`src/rtl/nv_pkg.sv`:
```
`timescale 1ns/1ps
package nv_pkg;

    localparam int DATA_W    = 32;
    localparam int ABS_W     = DATA_W + 1;
    localparam int FRAC_W    = 15;
    localparam int SCALE_SHL = 8;
    localparam int SCALE_SHR = 5;

    typedef enum logic [1:0] {
        ST_IDLE = 2'd0,
        ST_PREP = 2'd1,
        ST_DIV  = 2'd2
    } nv_state_e;

    typedef struct packed {
        logic             sin_neg;
        logic             cos_neg;
        logic [ABS_W-1:0] abs_sin;
        logic [ABS_W-1:0] abs_cos;
        logic [ABS_W-1:0] mag;
    } nv_front_t;

    // difference, wrapping multiply by 2^shl, exact divide by 2^shr
    function automatic logic signed [DATA_W-1:0] nv_scale(
        input logic signed [DATA_W-1:0] a,
        input logic signed [DATA_W-1:0] b,
        input int                       shl,
        input int                       shr
    );
        logic signed [DATA_W-1:0] diff;
        logic signed [DATA_W-1:0] prod;
        diff = a - b;
        prod = diff <<< shl;
        return prod >>> shr;
    endfunction

    function automatic logic [ABS_W-1:0] nv_abs(input logic signed [DATA_W-1:0] v);
        logic signed [ABS_W-1:0] w;
        w = {v[DATA_W-1], v};
        if (v[DATA_W-1])
            return $unsigned(-w);
        else
            return $unsigned(w);
    endfunction

    // shift-add length estimate; a tie puts the first operand in the low slot
    function automatic logic [ABS_W-1:0] nv_mag(
        input logic [ABS_W-1:0] first,
        input logic [ABS_W-1:0] second
    );
        logic [ABS_W-1:0] hi;
        logic [ABS_W-1:0] lo;
        if (first > second) begin
            hi = first;
            lo = second;
        end else begin
            hi = second;
            lo = first;
        end
        return hi - (hi >> 5) + (lo >> 3) + (lo >> 2);
    endfunction

endpackage

```
`src/rtl/nv_front.sv`:
```
`timescale 1ns/1ps
module nv_front
    import nv_pkg::*;
#(
    parameter int SHL = SCALE_SHL,
    parameter int SHR = SCALE_SHR
) (
    input  logic                     clk,
    input  logic                     rst,
    input  logic                     load,
    input  logic signed [DATA_W-1:0] mag_ref,
    input  logic signed [DATA_W-1:0] mag_alt,
    input  logic signed [DATA_W-1:0] phs_ref,
    input  logic signed [DATA_W-1:0] phs_alt,
    output nv_front_t                front_q
);

    logic signed [DATA_W-1:0] sin_c;
    logic signed [DATA_W-1:0] cos_c;
    nv_front_t                front_d;

    always_comb begin
        sin_c           = nv_scale(mag_ref, mag_alt, SHL, SHR);
        cos_c           = nv_scale(phs_alt, phs_ref, SHL, SHR);
        front_d.sin_neg = sin_c[DATA_W-1];
        front_d.cos_neg = cos_c[DATA_W-1];
        front_d.abs_sin = nv_abs(sin_c);
        front_d.abs_cos = nv_abs(cos_c);
        front_d.mag     = nv_mag(front_d.abs_cos, front_d.abs_sin);
    end

    always_ff @(posedge clk) begin
        if (rst)
            front_q <= '0;
        else if (load)
            front_q <= front_d;
    end

endmodule

```
`src/rtl/nv_divider.sv`:
```
`timescale 1ns/1ps
module nv_divider #(
    parameter int NUM_W = 48,
    parameter int DEN_W = 33,
    parameter int OUT_W = 32
) (
    input  logic             clk,
    input  logic             rst,
    input  logic             go,
    input  logic [NUM_W-1:0] num,
    input  logic [DEN_W-1:0] den,
    output logic [OUT_W-1:0] quo,
    output logic             fin
);

    localparam int CNT_W = $clog2(NUM_W + 1);
    localparam int REM_W = DEN_W + 1;

    logic [REM_W-1:0] rem_q;
    logic [NUM_W-1:0] quo_q;
    logic [DEN_W-1:0] den_q;
    logic [CNT_W-1:0] cnt_q;
    logic             run_q;

    logic [REM_W-1:0] shifted;
    logic [REM_W:0]   trial;

    always_comb begin
        shifted = {rem_q[REM_W-2:0], quo_q[NUM_W-1]};
        trial   = {1'b0, shifted} - {2'b00, den_q};
    end

    always_ff @(posedge clk) begin
        if (rst) begin
            rem_q <= '0;
            quo_q <= '0;
            den_q <= '0;
            cnt_q <= '0;
            run_q <= 1'b0;
            fin   <= 1'b0;
        end else if (go) begin
            rem_q <= '0;
            quo_q <= num;
            den_q <= den;
            cnt_q <= CNT_W'(NUM_W);
            run_q <= 1'b1;
            fin   <= 1'b0;
        end else if (run_q) begin
            if (!trial[REM_W])
                rem_q <= trial[REM_W-1:0];
            else
                rem_q <= shifted;
            quo_q <= {quo_q[NUM_W-2:0], ~trial[REM_W]};
            cnt_q <= cnt_q - 1'b1;
            if (cnt_q == CNT_W'(1)) begin
                run_q <= 1'b0;
                fin   <= 1'b1;
            end
        end else begin
            fin <= 1'b0;
        end
    end

    assign quo = quo_q[OUT_W-1:0];

endmodule

```
`src/rtl/nv_ctrl.sv`:
```
`timescale 1ns/1ps
module nv_ctrl
    import nv_pkg::*;
(
    input  logic clk,
    input  logic rst,
    input  logic start,
    input  logic mag_zero,
    input  logic div_fin,
    output logic load,
    output logic div_go,
    output logic cap_ok,
    output logic cap_err,
    output logic busy,
    output logic done_q,
    output logic err_q
);

    nv_state_e st_q;

    always_comb begin
        load    = (st_q == ST_IDLE) && start;
        div_go  = (st_q == ST_PREP) && !mag_zero;
        cap_err = (st_q == ST_PREP) && mag_zero;
        cap_ok  = (st_q == ST_DIV) && div_fin;
        busy    = (st_q != ST_IDLE);
    end

    always_ff @(posedge clk) begin
        if (rst) begin
            st_q   <= ST_IDLE;
            done_q <= 1'b0;
            err_q  <= 1'b0;
        end else begin
            done_q <= 1'b0;
            unique case (st_q)
                ST_IDLE: begin
                    if (start)
                        st_q <= ST_PREP;
                end
                ST_PREP: begin
                    if (mag_zero) begin
                        done_q <= 1'b1;
                        err_q  <= 1'b1;
                        st_q   <= ST_IDLE;
                    end else begin
                        st_q <= ST_DIV;
                    end
                end
                ST_DIV: begin
                    if (div_fin) begin
                        done_q <= 1'b1;
                        err_q  <= 1'b0;
                        st_q   <= ST_IDLE;
                    end
                end
                default: st_q <= ST_IDLE;
            endcase
        end
    end

endmodule

```
`src/rtl/phase_vec_norm.sv`:
```
`timescale 1ns/1ps
module phase_vec_norm
    import nv_pkg::*;
#(
    parameter int SHL  = SCALE_SHL,
    parameter int SHR  = SCALE_SHR,
    parameter int FRAC = FRAC_W
) (
    input  logic                     clk,
    input  logic                     rst,
    input  logic                     start,
    input  logic signed [DATA_W-1:0] mag_ref_i,
    input  logic signed [DATA_W-1:0] mag_alt_i,
    input  logic signed [DATA_W-1:0] phs_ref_i,
    input  logic signed [DATA_W-1:0] phs_alt_i,
    output logic                     done_o,
    output logic                     err_o,
    output logic signed [DATA_W-1:0] sin_o,
    output logic signed [DATA_W-1:0] cos_o,
    output logic [ABS_W-1:0]         mag_o
);

    localparam int NUM_W = ABS_W + FRAC;
    localparam int LANES = 2;

    nv_front_t   front;
    logic        load;
    logic        div_go;
    logic        cap_ok;
    logic        cap_err;
    logic        busy;
    logic        mag_zero;
    logic        div_fin;

    logic [ABS_W-1:0]  lane_abs [LANES];
    logic              lane_neg [LANES];
    logic [DATA_W-1:0] lane_quo [LANES];
    logic [DATA_W-1:0] lane_res [LANES];
    logic [LANES-1:0]  lane_fin;

    nv_front #(.SHL(SHL), .SHR(SHR)) u_front (
        .clk     (clk),
        .rst     (rst),
        .load    (load),
        .mag_ref (mag_ref_i),
        .mag_alt (mag_alt_i),
        .phs_ref (phs_ref_i),
        .phs_alt (phs_alt_i),
        .front_q (front)
    );

    assign mag_zero = (front.mag == '0);

    // lane 0 carries the sine, lane 1 the cosine
    always_comb begin
        lane_abs[0] = front.abs_sin;
        lane_neg[0] = front.sin_neg;
        lane_abs[1] = front.abs_cos;
        lane_neg[1] = front.cos_neg;
    end

    for (genvar g = 0; g < LANES; g++) begin : g_lane
        nv_divider #(.NUM_W(NUM_W), .DEN_W(ABS_W), .OUT_W(DATA_W)) u_div (
            .clk (clk),
            .rst (rst),
            .go  (div_go),
            .num ({lane_abs[g], {FRAC{1'b0}}}),
            .den (front.mag),
            .quo (lane_quo[g]),
            .fin (lane_fin[g])
        );
        assign lane_res[g] = lane_neg[g] ? (~lane_quo[g] + 1'b1) : lane_quo[g];
    end

    assign div_fin = &lane_fin;

    nv_ctrl u_ctrl (
        .clk      (clk),
        .rst      (rst),
        .start    (start),
        .mag_zero (mag_zero),
        .div_fin  (div_fin),
        .load     (load),
        .div_go   (div_go),
        .cap_ok   (cap_ok),
        .cap_err  (cap_err),
        .busy     (busy),
        .done_q   (done_o),
        .err_q    (err_o)
    );

    always_ff @(posedge clk) begin
        if (rst) begin
            sin_o <= '0;
            cos_o <= '0;
            mag_o <= '0;
        end else if (cap_err) begin
            sin_o <= '0;
            cos_o <= '0;
            mag_o <= '0;
        end else if (cap_ok) begin
            sin_o <= $signed(lane_res[0]);
            cos_o <= $signed(lane_res[1]);
            mag_o <= front.mag;
        end
    end

endmodule

```
`config.mk`:
```
export PLATFORM = sky130hd
export DESIGN_NAME = phase_vec_norm
export DESIGN_NICKNAME = d
export VERILOG_FILES = /design/src/rtl/nv_pkg.sv /design/src/rtl/nv_front.sv /design/src/rtl/nv_divider.sv /design/src/rtl/nv_ctrl.sv /design/src/rtl/phase_vec_norm.sv
export SDC_FILE = /design/constraint.sdc
export NUM_CORES = 1
export LEC_CHECK = 0
export BUFFER_PORTS_ARGS = -buffer_cell sky130_fd_sc_hd__buf_4
export CORE_ASPECT_RATIO = 1.5
export CORE_UTILIZATION = 40
export CTS_BUF_LIST = sky130_fd_sc_hd__clkbuf_4 sky130_fd_sc_hd__clkbuf_8
export CTS_CLUSTER_SIZE = 8
export DETAILED_ROUTE_END_ITERATION = 8
export HOLD_SLACK_MARGIN = 0.12
export PLACE_DENSITY_LB_ADDON = 0.05
export SYNTH_ARGS = -nofsm -noshare
export SYNTH_HDL_FRONTEND = slang
export SYNTH_SLANG_ARGS = --single-unit
```
`constraint.sdc`:
```
create_clock -name clk -period 24.4 [get_ports clk]
set_clock_uncertainty 0.05 [all_clocks]
set_input_delay 1.22 -clock clk [delete_from_list [all_inputs] [get_ports clk]]
set_output_delay 1.22 -clock clk [all_outputs]
set_load 0.005 [all_outputs]
```
==> impl_metrics.json <==
{
  "outcome": "finished clean",
  "place_area_um2": 29800,
  "core_um2": 67800,
  "chipWidth_um": 216,
  "worst_setup_path_end_kind": "register",
  "synth_ff_type": "dfxtp_1",
  "dp_cells": 4366,
  "worst_hold_slack_ns": 0.403,
  "stdcell_count": 4484,
  "grt_max_degree": 89,
  "finalPower_mw": 4.34,
  "multi_input_area_um2": 17900,
  "r2r_slack_ns": 19.33,
  "drt-total-wl_um": 79700,
  "finalCritPeriodShare_pct": 52.2,
  "cts_root_buf": "clkbuf_8",
  "pre_cts_slack_ns": 10.93,
  "place_congestion": 0.870,
  "finalSetupTns_ns": 0,
  "grt_usage_pct": 22.8,
  "start_kind": "primary input",
  "layout_setup_ws_ns": 11.67,
  "drv_cap": 0,
  "synth.yosys.seq_area_share_pct": 29.7,
  "crit_path_max_incr_delay_ns": 0.67,
  "initial_core_util_pct": 40.4,
  "synthArstFlopShare_pct": 0,
  "syn_inst": 3378,
  "vias": 24002,
  "worstSkewPairLatency_ns": 0.66,
  "synth_warnings": 0,
  "reg2reg_to": "g_lane[1].u_div.rem_q[17]$_SDFFE_PP0P_",
  "cts_buffers": 68,
  "r2r_start": "g_lane[1].u_div.quo_q[47]$_SDFFE_PP0P_",
  "cts_tree": "yes",
  "final_core_util_pct": 46.1,
  "rsz0062_at_grt": "false",
  "drt_iter0_markers": 1080,
  "synth_area_leaders": "dfxtp_1 30%, ha_1 8.6%, mux2i_1 5.5%",
  "critPathArrivalTime_ns": 13.25,
  "final-setup-viol-count": 0,
  "cp_common_cell": "a21oi_1",
  "antenna_left": 0,
  "cp_max_fo": 57,
  "reg2reg_depth": 17,
  "finalHoldViolCount": 0,
  "required_ns": 24.92,
  "overflow": 0,
  "synth-edff-count": 0,
  "crit_type": "in -> reg",
  "final_nets": 3922,
  "std_cell_rows": 117,
  "drv_slew": 0,
  "ir_worst_vdd_mv": 0.189,
  "avgViaCountPerCell": 5.35,
  "syn_avg_cell_area_um2": 8.11,
  "cts_setup_buffers": 0,
  "synth_top_area_share_pct": 29.7,
  "grt_pass1_wl_um": 127000,
  "areaGrowthSynthToFinish_pct": 14.0,
  "dieArea_um2": 69500,
  "hpwl_um": 59900,
  "p_per_area_nw_per_um2": 139,
  "hold_depth": 2,
  "fmax_ghz": 0.0785,
  "cpMaxStageDelayCell": "nor4_1",
  "post_cts_resize_count": 0,
  "grt_pass1_vias": 24145,
  "portBuffers": 197,
  "post-route-min-period_ns": 12.73,
  "syn_area_um2": 27400,
  "synth.distinct_cells": 84,
  "htree_num_levels": 3,
  "min_from": "u_front.front_q[92]$_SDFFE_PP0P_",
  "ios": 230,
  "leakagePower_nw": 13.0,
  "cts.sinks": 407,
  "yosys.area.top_type": "dfxtp_1",
  "dr.pass1.iters": 5,
  "min_delay_worst_endpoint": "u_front.front_q[92]$_SDFFE_PP0P_",
  "clk_path_buf_depth": 3,
  "drive_above_1_share_pct": 10.8,
  "tightest_slew_ns": 1.09,
  "drc": 0,
  "wl_per_cell_um": 17.8,
  "final-seq-area_um2": 8160,
  "antenna_found_initial": 2,
  "postCtsHoldBufs": 0,
  "finalInstanceArea_um2": 31200,
  "hold_class": "reg -> reg",
  "nFillCells": 6774,
  "synth-seq-cells": 407,
  "max_slew_margin_pct": 26.4,
  "clk_pin_slew_worst_paths_ns": 0.06,
  "die_h_um": 322
}
-- kinds of logic after synthesis --
family,count (synthesis),synth area share [%]
muxes,173,6.42
other,2,0.0274
xor gates and xnor gates,223,7.16
adders and majority gates,248,12.9
and+or+nand+nor,1012,16.6
AOI/OAI and AO/OA,916,21.5
buffers and inverters,397,5.58
DFF,407,29.7
-- power by group --
part	switching, mW	internal, mW
combinational	1.65	1.21
clock	0.286	0.367
sequential	0.0832	0.739
total	2.02	2.32
-- worst max-delay path by stage --
stage / slack (ns) / depth (start not counted) / to / startpoint
after floorplan: 13.31 / 45 / u_front.front_q[31]$_SDFFE_PP0P_ / phs_ref_i[10]
after global placement: 10.95 / 48 / u_front.front_q[29]$_SDFFE_PP0P_ / mag_ref_i[0]
after detailed placement: 10.93 / 48 / u_front.front_q[31]$_SDFFE_PP0P_ / mag_ref_i[0]
after CTS: 11.58 / 48 / u_front.front_q[31]$_SDFFE_PP0P_ / mag_ref_i[0]
after global routing: 10.60 / 49 / u_front.front_q[31]$_SDFFE_PP0P_ / mag_ref_i[0]
final: 11.67 / 48 / u_front.front_q[31]$_SDFFE_PP0P_ / mag_ref_i[0]
-- cell type report --
| class | instances | share of cell area, % |
|---|---|---|
| clock buffers | 107 | 4.27 |
| diodes | 2 | 0.0160 |
| flip-flops and latches | 407 | 26.1 |
| repair buffers | 237 | 5.71 |
| inverters | 223 | 2.68 |
| well taps | 892 | 3.57 |
| clock inverters | 9 | 0.353 |
| multi-input cells | 2607 | 57.3 |
-- sequential cells by signal, indices dropped and copies added (netlist names) --
name                count
u_ctrl.done_q           1
g_lane.u_div.fin        2
g_lane.u_div.den_q     33
cos_o                  32
u_ctrl.err_q            1
u_ctrl.st_q             2
sin_o                  32
mag_o                  33
g_lane.u_div.quo_q     96
g_lane.u_div.rem_q     66
g_lane.u_div.cnt_q     12
u_front.front_q        95
g_lane.u_div.run_q      2
-- cell usage after synthesis, types with 48 or more instances --
cell type / count
a211oi_1: 182
a21o_1: 62
a21oi_1: 295
clkbuf_1: 159
dfxtp_1: 407
fa_1: 59
ha_1: 188
inv_1: 222
mux2i_1: 151
nand2_1: 334
nor2_1: 373
nor3_1: 48
o21ai_0: 147
xnor2_1: 97
xor2_1: 125
-- worst max-delay path, delay by kind of cell --
family / cells / cell delay [ns]
and+or+nand+nor: 12 / 2.59
adders and majority gates: 6 / 2.21
xor gates and xnor gates: 1 / 0.21
AOI/OAI and AO/OA: 23 / 5.83
buffers and inverters: 5 / 0.72
muxes: 1 / 0.46
-- metal layers --
layer / GRT usage, % / vias to the layer above / routed length [um] / share of wire, %
li1: - / 12170 / - / -
met2: 43.9 / 392 / 42100 / 53
met1: 25.0 / 11306 / 32400 / 41
met3: 2.40 / 134 / 2140 / 2.7
met4: 9.79 / 0 / 3070 / 3.8
met5: 0 / - / 0 / 0
-- cell usage in the layout, fill, tap and decap left out, types with 22 or more instances in the layout --
cell / n
nand2_1: 333
nand2b_1: 25
a21o_1: 62
clkbuf_4: 22
mux2i_1: 151
a31oi_1: 28
a21oi_1: 295
dfxtp_1: 405
nor2b_1: 31
buf_4: 236
nand3_1: 39
o21ai_0: 146
conb_1: 35
clkbuf_8: 85
or3_1: 24
a211oi_1: 181
fa_1: 59
inv_1: 222
nor3_1: 48
ha_1: 188
xor2_1: 125
nor2_1: 373
and3_1: 22
o31ai_1: 32
o21a_1: 26
xnor2_1: 97
No activity file was read; power rests on OpenSTA's default activity.
